`src/rtl/cdt_pkg.sv`:
```
package cdt_pkg;

  typedef enum logic [1:0] {
    MODE_OFF      = 2'd0,
    MODE_PERIODIC = 2'd1,
    MODE_ONESHOT  = 2'd2
  } cdt_mode_e;

  typedef enum logic [2:0] {
    CMD_LIMIT = 3'd0,
    CMD_COUNT = 3'd1,
    CMD_WHOLE = 3'd2,
    CMD_FRAC  = 3'd3,
    CMD_RUN   = 3'd4,
    CMD_STOP  = 3'd5
  } cdt_cmd_e;

endpackage

```
`src/rtl/cdt_prescaler.sv`:
```
module cdt_prescaler #(
  parameter int DATA_W = 32,
  parameter int FRAC_W = 32
) (
  input  logic              clk,
  input  logic              rst_n,
  input  logic              run,
  input  logic              restart,
  input  logic              whole_we,
  input  logic              frac_we,
  input  logic [DATA_W-1:0] wdata,
  output logic              tick,
  output logic              whole_zero
);
  localparam int LEN_W = DATA_W + 1;

  logic [DATA_W-1:0] whole_q;
  logic [FRAC_W-1:0] frac_q;
  logic [FRAC_W-1:0] acc_q;
  logic [LEN_W-1:0]  phase_q;
  logic [LEN_W-1:0]  len_q;
  logic [FRAC_W:0]   acc_sum;

  // Fraction step: carry in the top bit, new accumulator below.
  function automatic logic [FRAC_W:0] frac_step(input logic [FRAC_W-1:0] acc,
                                                input logic [FRAC_W-1:0] frac);
    return {1'b0, acc} + {1'b0, frac};
  endfunction

  // Length of a tick: whole cycles plus the carry.
  function automatic logic [LEN_W-1:0] tick_len(input logic [DATA_W-1:0] whole,
                                                input logic carry);
    return LEN_W'(whole) + LEN_W'(carry);
  endfunction

  assign acc_sum    = frac_step(acc_q, frac_q);
  assign whole_zero = (whole_q == '0);
  assign tick       = run && !restart && ((phase_q + LEN_W'(1)) == len_q);

  always_ff @(posedge clk) begin
    if (!rst_n) begin
      whole_q <= '0;
      frac_q  <= '0;
      acc_q   <= '0;
      phase_q <= '0;
      len_q   <= '0;
    end else begin
      if (whole_we) whole_q <= wdata;
      if (frac_we)  frac_q  <= wdata[FRAC_W-1:0];
      if (restart) begin
        phase_q <= '0;
        acc_q   <= '0;
        len_q   <= tick_len(whole_q, 1'b0);
      end else if (tick) begin
        phase_q <= '0;
        acc_q   <= acc_sum[FRAC_W-1:0];
        len_q   <= tick_len(whole_q, acc_sum[FRAC_W]);
      end else if (run) begin
        phase_q <= phase_q + LEN_W'(1);
      end
    end
  end

  // while running, the phase stays inside the current tick length
  assert_phase_in_range_R10: assert property (@(posedge clk) disable iff (!rst_n)
    (run && !restart) |-> (phase_q < len_q));

endmodule

```
`src/rtl/cdt_count_core.sv`:
```
module cdt_count_core
  import cdt_pkg::*;
#(
  parameter int DATA_W = 32
) (
  input  logic              clk,
  input  logic              rst_n,
  input  logic [DATA_W-1:0] wdata,
  input  logic              limit_we,
  input  logic              reload_flag,
  input  logic              count_we,
  input  logic              run_req,
  input  logic              run_oneshot,
  input  logic              stop_req,
  input  logic              tick,
  input  logic              whole_zero,
  output logic              restart,
  output logic              running,
  output logic [DATA_W-1:0] count_o,
  output logic [1:0]        mode_o,
  output logic              expire_o
);

  cdt_mode_e         mode_q, n_mode, req_mode, mode_eff;
  logic [DATA_W-1:0] count_q, n_count;
  logic [DATA_W-1:0] limit_q, n_limit;
  logic              expire_q, n_exp;
  logic              due;
  logic              count_load;

  function automatic logic expiry_due(input logic [DATA_W-1:0] cnt, input logic tk);
    return (cnt == '0) || (tk && (cnt == DATA_W'(1)));
  endfunction

  // Mode after an expiry: periodic continues only with a non-zero limit.
  function automatic cdt_mode_e mode_after(input cdt_mode_e m, input logic [DATA_W-1:0] lim);
    return (m == MODE_PERIODIC && lim != '0) ? MODE_PERIODIC : MODE_OFF;
  endfunction

  function automatic logic [DATA_W-1:0] count_after(input cdt_mode_e m,
                                                    input logic [DATA_W-1:0] lim);
    return (m == MODE_PERIODIC) ? lim : '0;
  endfunction

  assign running    = (mode_q != MODE_OFF);
  assign req_mode   = run_oneshot ? MODE_ONESHOT : MODE_PERIODIC;
  assign mode_eff   = (run_req && running) ? req_mode : mode_q;
  assign due        = expiry_due(count_q, tick);
  assign count_load = count_we || (limit_we && reload_flag);

  always_comb begin
    n_mode  = mode_q;
    n_count = count_q;
    n_limit = limit_q;
    n_exp   = 1'b0;
    restart = 1'b0;
    if (limit_we) n_limit = wdata;
    if (stop_req) begin
      n_mode = MODE_OFF;
    end else if (count_load) begin
      n_count = wdata;
      if (running) begin
        restart = 1'b1;
        if (whole_zero) n_mode = MODE_OFF;
      end
    end else if (run_req && !running) begin
      if (!whole_zero) begin
        n_mode  = req_mode;
        restart = 1'b1;
      end
    end else if (running) begin
      n_mode = mode_eff;
      if (due) begin
        n_exp   = 1'b1;
        n_count = count_after(mode_eff, limit_q);
        n_mode  = mode_after(mode_eff, limit_q);
      end else if (tick) begin
        n_count = count_q - DATA_W'(1);
      end
      if (tick && whole_zero) n_mode = MODE_OFF;
    end
  end

  always_ff @(posedge clk) begin
    if (!rst_n) begin
      mode_q   <= MODE_OFF;
      count_q  <= '0;
      limit_q  <= '0;
      expire_q <= 1'b0;
    end else begin
      mode_q   <= n_mode;
      count_q  <= n_count;
      limit_q  <= n_limit;
      expire_q <= n_exp;
    end
  end

  assign count_o  = count_q;
  assign mode_o   = mode_q;
  assign expire_o = expire_q;

  // the unused mode code never appears
  assert_mode_legal_R1: assert property (@(posedge clk) disable iff (!rst_n)
    mode_q != cdt_mode_e'(2'd3));

  // a pulse only follows a cycle in which the timer was enabled
  assert_expiry_needs_run_R2: assert property (@(posedge clk) disable iff (!rst_n)
    expire_q |-> ($past(mode_q) != MODE_OFF));

  // a one-shot expiry never leaves the timer in one-shot mode
  assert_oneshot_stops_R3: assert property (@(posedge clk) disable iff (!rst_n)
    expire_q |-> (mode_q != MODE_ONESHOT));

  // a tick under a zero whole period switches the timer off
  assert_zero_period_off_R4: assert property (@(posedge clk) disable iff (!rst_n)
    (tick && whole_zero) |=> (mode_q == MODE_OFF));

  // a run command with no period leaves the timer off
  assert_run_rejected_R5: assert property (@(posedge clk) disable iff (!rst_n)
    (run_req && mode_q == MODE_OFF && whole_zero) |=> (mode_q == MODE_OFF));

  // stop freezes the count and turns the timer off
  assert_stop_freezes_R7: assert property (@(posedge clk) disable iff (!rst_n)
    stop_req |=> (mode_q == MODE_OFF && count_q == $past(count_q)));

  // a count write on an expiry edge suppresses the pulse
  assert_write_beats_expiry_R9: assert property (@(posedge clk) disable iff (!rst_n)
    count_we |=> !expire_q);

  // without a write, the count never rises except on a refill
  assert_count_no_rise_R11: assert property (@(posedge clk) disable iff (!rst_n)
    (running && !count_load && !stop_req) |=> (count_q <= $past(count_q) || expire_q));

endmodule

```
`src/rtl/countdown_timer.sv`:
```
module countdown_timer
  import cdt_pkg::*;
#(
  parameter int DATA_W = 32,
  parameter int FRAC_W = 32
) (
  input  logic              clk,
  input  logic              rst_n,
  input  logic              cmd_valid,
  input  logic [2:0]        cmd_sel,
  input  logic              cmd_flag,
  input  logic [DATA_W-1:0] cmd_data,
  output logic [DATA_W-1:0] count_o,
  output logic [1:0]        mode_o,
  output logic              expire_o
);

  cdt_cmd_e cmd;
  logic     limit_we, count_we, whole_we, frac_we, run_req, stop_req;
  logic     tick, whole_zero, restart, running;

  assign cmd      = cdt_cmd_e'(cmd_sel);
  assign limit_we = cmd_valid && (cmd == CMD_LIMIT);
  assign count_we = cmd_valid && (cmd == CMD_COUNT);
  assign whole_we = cmd_valid && (cmd == CMD_WHOLE);
  assign frac_we  = cmd_valid && (cmd == CMD_FRAC);
  assign run_req  = cmd_valid && (cmd == CMD_RUN);
  assign stop_req = cmd_valid && (cmd == CMD_STOP);

  cdt_prescaler #(.DATA_W(DATA_W), .FRAC_W(FRAC_W)) u_presc (
    .clk        (clk),
    .rst_n      (rst_n),
    .run        (running),
    .restart    (restart),
    .whole_we   (whole_we),
    .frac_we    (frac_we),
    .wdata      (cmd_data),
    .tick       (tick),
    .whole_zero (whole_zero)
  );

  cdt_count_core #(.DATA_W(DATA_W)) u_core (
    .clk         (clk),
    .rst_n       (rst_n),
    .wdata       (cmd_data),
    .limit_we    (limit_we),
    .reload_flag (cmd_flag),
    .count_we    (count_we),
    .run_req     (run_req),
    .run_oneshot (cmd_flag),
    .stop_req    (stop_req),
    .tick        (tick),
    .whole_zero  (whole_zero),
    .restart     (restart),
    .running     (running),
    .count_o     (count_o),
    .mode_o      (mode_o),
    .expire_o    (expire_o)
  );

endmodule

```
`config.mk`:
```
export PLATFORM = sky130hd
export DESIGN_NAME = countdown_timer
export DESIGN_NICKNAME = d
export VERILOG_FILES = /design/src/rtl/cdt_pkg.sv /design/src/rtl/cdt_prescaler.sv /design/src/rtl/cdt_count_core.sv /design/src/rtl/countdown_timer.sv
export SDC_FILE = /design/constraint.sdc
export NUM_CORES = 1
export LEC_CHECK = 0
export BUFFER_PORTS_ARGS = -buffer_cell sky130_fd_sc_hd__clkbuf_2
export CAP_MARGIN = 20
export CORE_MARGIN = 10
export CORE_UTILIZATION = 35
export CTS_CLUSTER_DIAMETER = 200
export CTS_CLUSTER_SIZE = 40
export DETAILED_ROUTE_END_ITERATION = 6
export PLACE_DENSITY = 0.63
export SKIP_CTS_REPAIR_TIMING = 1
export SLEW_MARGIN = 20
export SYNTH_ARGS = -nofsm -noshare
export SYNTH_HDL_FRONTEND = slang
export SYNTH_HIERARCHICAL = 1
export SYNTH_SLANG_ARGS = --single-unit
```
`constraint.sdc`:
```
create_clock -name clk -period 8.95 [get_ports clk]
set_input_delay 1.79 -clock clk [delete_from_list [all_inputs] [get_ports clk]]
set_output_delay 1.79 -clock clk [all_outputs]
set_load 0.03 [all_outputs]
```
==> out/summary.txt <==
==================================================================================================
I/O pins                                                                                        74
CTS tree                                                                                     built
Required arrival time at the worst endpoint                                                9.39 ns
Worst slew margin relative to its limit                                                      41.7%
Tightest Hold Check Type                                                              register to register
Area fraction of the dominant cell type after synthesis                                      33.3%
Most used standard cells in the synthesized netlist                                   sky130_fd_sc_hd__dfxtp_1 (229), sky130_fd_sc_hd__nor2_1 (171), sky130_fd_sc_hd__mux2i_1 (132)
Row count                                                                                       72
Drc violations                                                                                   0
Buffers from clock root to sink, at most                                                         3
Number of nets at the end of the flow                                                         1699
Number of violations reported at the end of detailed-routing iteration 0                       953
Via count                                                                                    11758
Most frequent cell after synthesis                                                    sky130_fd_sc_hd__dfxtp_1
Share of flip-flops with an asynchronous set or reset after synthesis                           0%
Share of the yosys chip area belonging to registers                                          33.3%
Clock latency at the later pin of the worst-skew pair                                      0.49 ns
Final worst clock skew                                                                   0.0232 ns
TritonCTS Buffers                                                                                9
Synth Cell Area                                                                        13700 sq um
Total Wirelength                                                                           39.6 mm
Number of enable-type register cells in the synthesized netlist                                  0
Yosys cell types                                                                                82
Dpl hpwl                                                                                   29.5 mm
Clock root cell                                                                       sky130_fd_sc_hd__clkbuf_16
Port-buffer cells                                                                               73
Core Box Area                                                                          38700 sq um
Setup crit end kind                                                                       register
Library cell occupying the most area in the post-synthesis netlist                    sky130_fd_sc_hd__dfxtp_1
Number of synthesized register bits                                                            229
First-pass GRT wire length                                                                 62.9 mm
Placed cell count                                                                             2128
Critical path type                                                                    primary input to register
Mapped Nets                                                                                   1690
Clock Sinks                                                                                    229
Top post-synthesis cells by area                                                      sky130_fd_sc_hd__dfxtp_1 (33%), sky130_fd_sc_hd__mux2i_1 (9.6%), sky130_fd_sc_hd__xnor2_1 (4.8%), sky130_fd_sc_hd__nor2b_1 (4.7%), sky130_fd_sc_hd__nor2_1 (4.7%)
Overall fraction of global-route tracks in use                                               16.0%
Pwr Density                                                                            250 nW/um^2
Max-cap viol count                                                                               0
Drt via density                                                                               5.50
Worst Max-Slew Pin Slew                                                                   0.874 ns
Die X-Extent                                                                           218 microns
Number of global-route vias before repair                                                    11110
Final core utilization                                                                       38.0%
DR WL/cell                                                                            18.5 microns
Worst IR Drop VDD                                                                         0.221 mV
Fraction of the cycle the final worst path needs                                             79.1%
Drt pass-1 iters                                                                                 7
Share of post-route cells with drive strength above 1                                        8.15%
Final TNS setup                                                                               0 ns
Crit Path Max Fanout                                                                            30
Clock transition time at the flip-flop clock pins of the worst setup and hold paths        0.15 ns
Final number of hold-violating endpoints                                                         0
Fillcell total                                                                                3984
Die Footprint                                                                          47600 sq um
Post-layout minimum cycle time                                                             7.08 ns
WP data arrival                                                                            7.52 ns
Tightest hold margin                                                                      0.486 ns
Antenna cell count                                                                               0
Mean area per synthesized cell                                                          8.53 sq um
Main synth FF type                                                                    sky130_fd_sc_hd__dfxtp_1
Die span in y                                                                          218 microns
Largest net degree at the start of global routing                                               90
Initial core utilization                                                                     35.5%
Number of nets still failing antenna checks after routing                                        0
Number of setup violations in the final report                                                   0
Synthesis-to-finish area growth                                                              6.98%
Antenna violations before repair                                                                 0
Number of standard cells in the final layout excluding fillers                                2138
Number of cells produced by synthesis                                                         1612
Number of levels in the clock H-tree                                                             1
Number of slew-limit violations in the final report                                              0
Result of the run                                                                        completed
GRT Residual Overflow                                                                            0
Unrepaired setup endpoints after global routing                                                 no
Last weighted congestion value of the routability-driven placer                              0.961
Lkg Pwr                                                                                    5.62 nW
Critical Path Start Type                                                              primary input
Number of warnings printed during yosys synthesis                                                6
Timing-limited maximum frequency                                                           141 MHz
==================================================================================================
==> routing by layer <==
metal | up-vias | global-route usage [%] | share of wire, %
li1 | 5786 | - | -
met1 | 5665 | 21.2 | 46
met2 | 263 | 27.6 | 49
met3 | 44 | 1.70 | 3.9
met4 | 0 | 3.26 | 1.7
met5 | - | 0 | 0
==> critical path, stage by stage <==
cell and delay, ns:
sky130_fd_sc_hd__clkbuf_2 0.14, sky130_fd_sc_hd__nor4b_4 0.33, sky130_fd_sc_hd__a21oi_2 0.08, sky130_fd_sc_hd__buf_4 0.24, sky130_fd_sc_hd__nand4_1 0.13, sky130_fd_sc_hd__a21oi_1 0.09, sky130_fd_sc_hd__buf_4 0.19, sky130_fd_sc_hd__nand2b_1 0.15
sky130_fd_sc_hd__a2111oi_0 0.57, sky130_fd_sc_hd__nor4b_1 0.38, sky130_fd_sc_hd__nand4b_1 0.13, sky130_fd_sc_hd__or3_1 0.38, sky130_fd_sc_hd__nor3_1 0.17, sky130_fd_sc_hd__or3b_2 0.45, sky130_fd_sc_hd__nor4bb_1 0.29, sky130_fd_sc_hd__buf_4 0.23
sky130_fd_sc_hd__a21o_1 0.18, sky130_fd_sc_hd__and4_1 0.22, sky130_fd_sc_hd__and4_1 0.31, sky130_fd_sc_hd__buf_4 0.34, sky130_fd_sc_hd__o21ai_1 0.33, sky130_fd_sc_hd__a31oi_1 0.26, sky130_fd_sc_hd__a221o_1 0.12
==> worst paths after layout <==
| kind | endpoint | cells past startpoint | slack [ns] | start |
|---|---|---|---|---|
| setup reg to reg | u_core/count_o[31] | 23 | 2.52 | u_presc/whole_q[25] |
| hold reg to reg | u_presc/acc_q[19] | 2 | 0.49 | u_presc/acc_q[19] |
| setup / recovery | u_core/count_o[31] | 23 | 1.87 | cmd_sel[0] |
| hold / removal | u_presc/acc_q[19] | 2 | 0.49 | u_presc/acc_q[19] |
==> area by class of cell <==
| type | count | area (sq um) | area share, % |
|---|---|---|---|
| Clock inverter | 1 | 16.3 | 0.111 |
| Sequential cell | 229 | 4580 | 31.2 |
| Inverter | 27 | 101 | 0.689 |
| Timing Repair Buffer | 92 | 510 | 3.47 |
| Tap cell | 518 | 648 | 4.41 |
| Clock buffer | 9 | 225 | 1.53 |
| Multi-Input combinational cell | 1262 | 8620 | 58.6 |
==> stage by stage <==
step / total power [mW] / worst slack (ns) / cell area (sq um)
final: 3.67 / 1.87 / 14700
after global routing: 3.91 / 1.46 / 14700
after CTS: 3.65 / 1.87 / 14700
after detailed placement: 3.14 / 1.37 / 14500
after global placement: 3.13 / 1.60 / 14500
after floorplan: 2.61 / 1.73 / 13700
==> kinds of logic after synthesis <==
family,after synthesis,synth area share (%)
AO/OA/AOI/OAI,277,14.1
flip-flops,229,33.3
buffers and inverters,121,4.07
adder cells (fa/ha/maj),39,3.60
XOR/XNOR,135,8.60
multiplexers,134,9.77
AND/OR/NAND/NOR,677,26.5
==> flip-flops by register name (all words and copies together) (netlist names) <==
name	cells
u_presc/whole_q	32
u_core/limit_q	32
u_core/expire_o	1
u_core/count_o	32
u_presc/phase_q	33
u_presc/frac_q	32
u_presc/acc_q	32
u_core/mode_o	2
u_presc/len_q	33
==> placed cells by master, fill, tap and decap left out, drive strengths merged, types with 6 or more instances in the layout <==
master / synthesis / routed
mux2i: 132 / 132
nor4b: 7 / 7
xnor2: 76 / 76
and2: 13 / 13
or2: 6 / 6
o211ai: 9 / 9
ha: 38 / 38
and4: 13 / 13
buf: 38 / 20
o21ai: 50 / 50
a31oi: 21 / 21
or3: 14 / 14
nand2: 118 / 118
o2bb2ai: 6 / 6
nor2b: 104 / 104
a22o: 7 / 7
nor2: 171 / 171
and3: 24 / 24
clkbuf: 56 / 81
dfxtp: 229 / 229
or4: 14 / 14
inv: 27 / 27
o211a: 27 / 27
nand4: 43 / 43
nand3: 53 / 53
nor3: 22 / 22
o22ai: 8 / 8
a21oi: 56 / 56
nor4: 39 / 39
a211oi: 8 / 8
a21o: 19 / 19
o221ai: 9 / 9
o31ai: 9 / 9
xor2: 59 / 59
nand2b: 15 / 15
==> power by group <==
group | total [mW] | switching (mW) | leakage [nW] | internal, mW
clock | 0.514 | 0.326 | 0.118 | 0.187
combinational | 1.96 | 1.23 | 3.65 | 0.730
sequential | 1.19 | 0.109 | 1.85 | 1.08
Power figures use the tool's default switching activity.
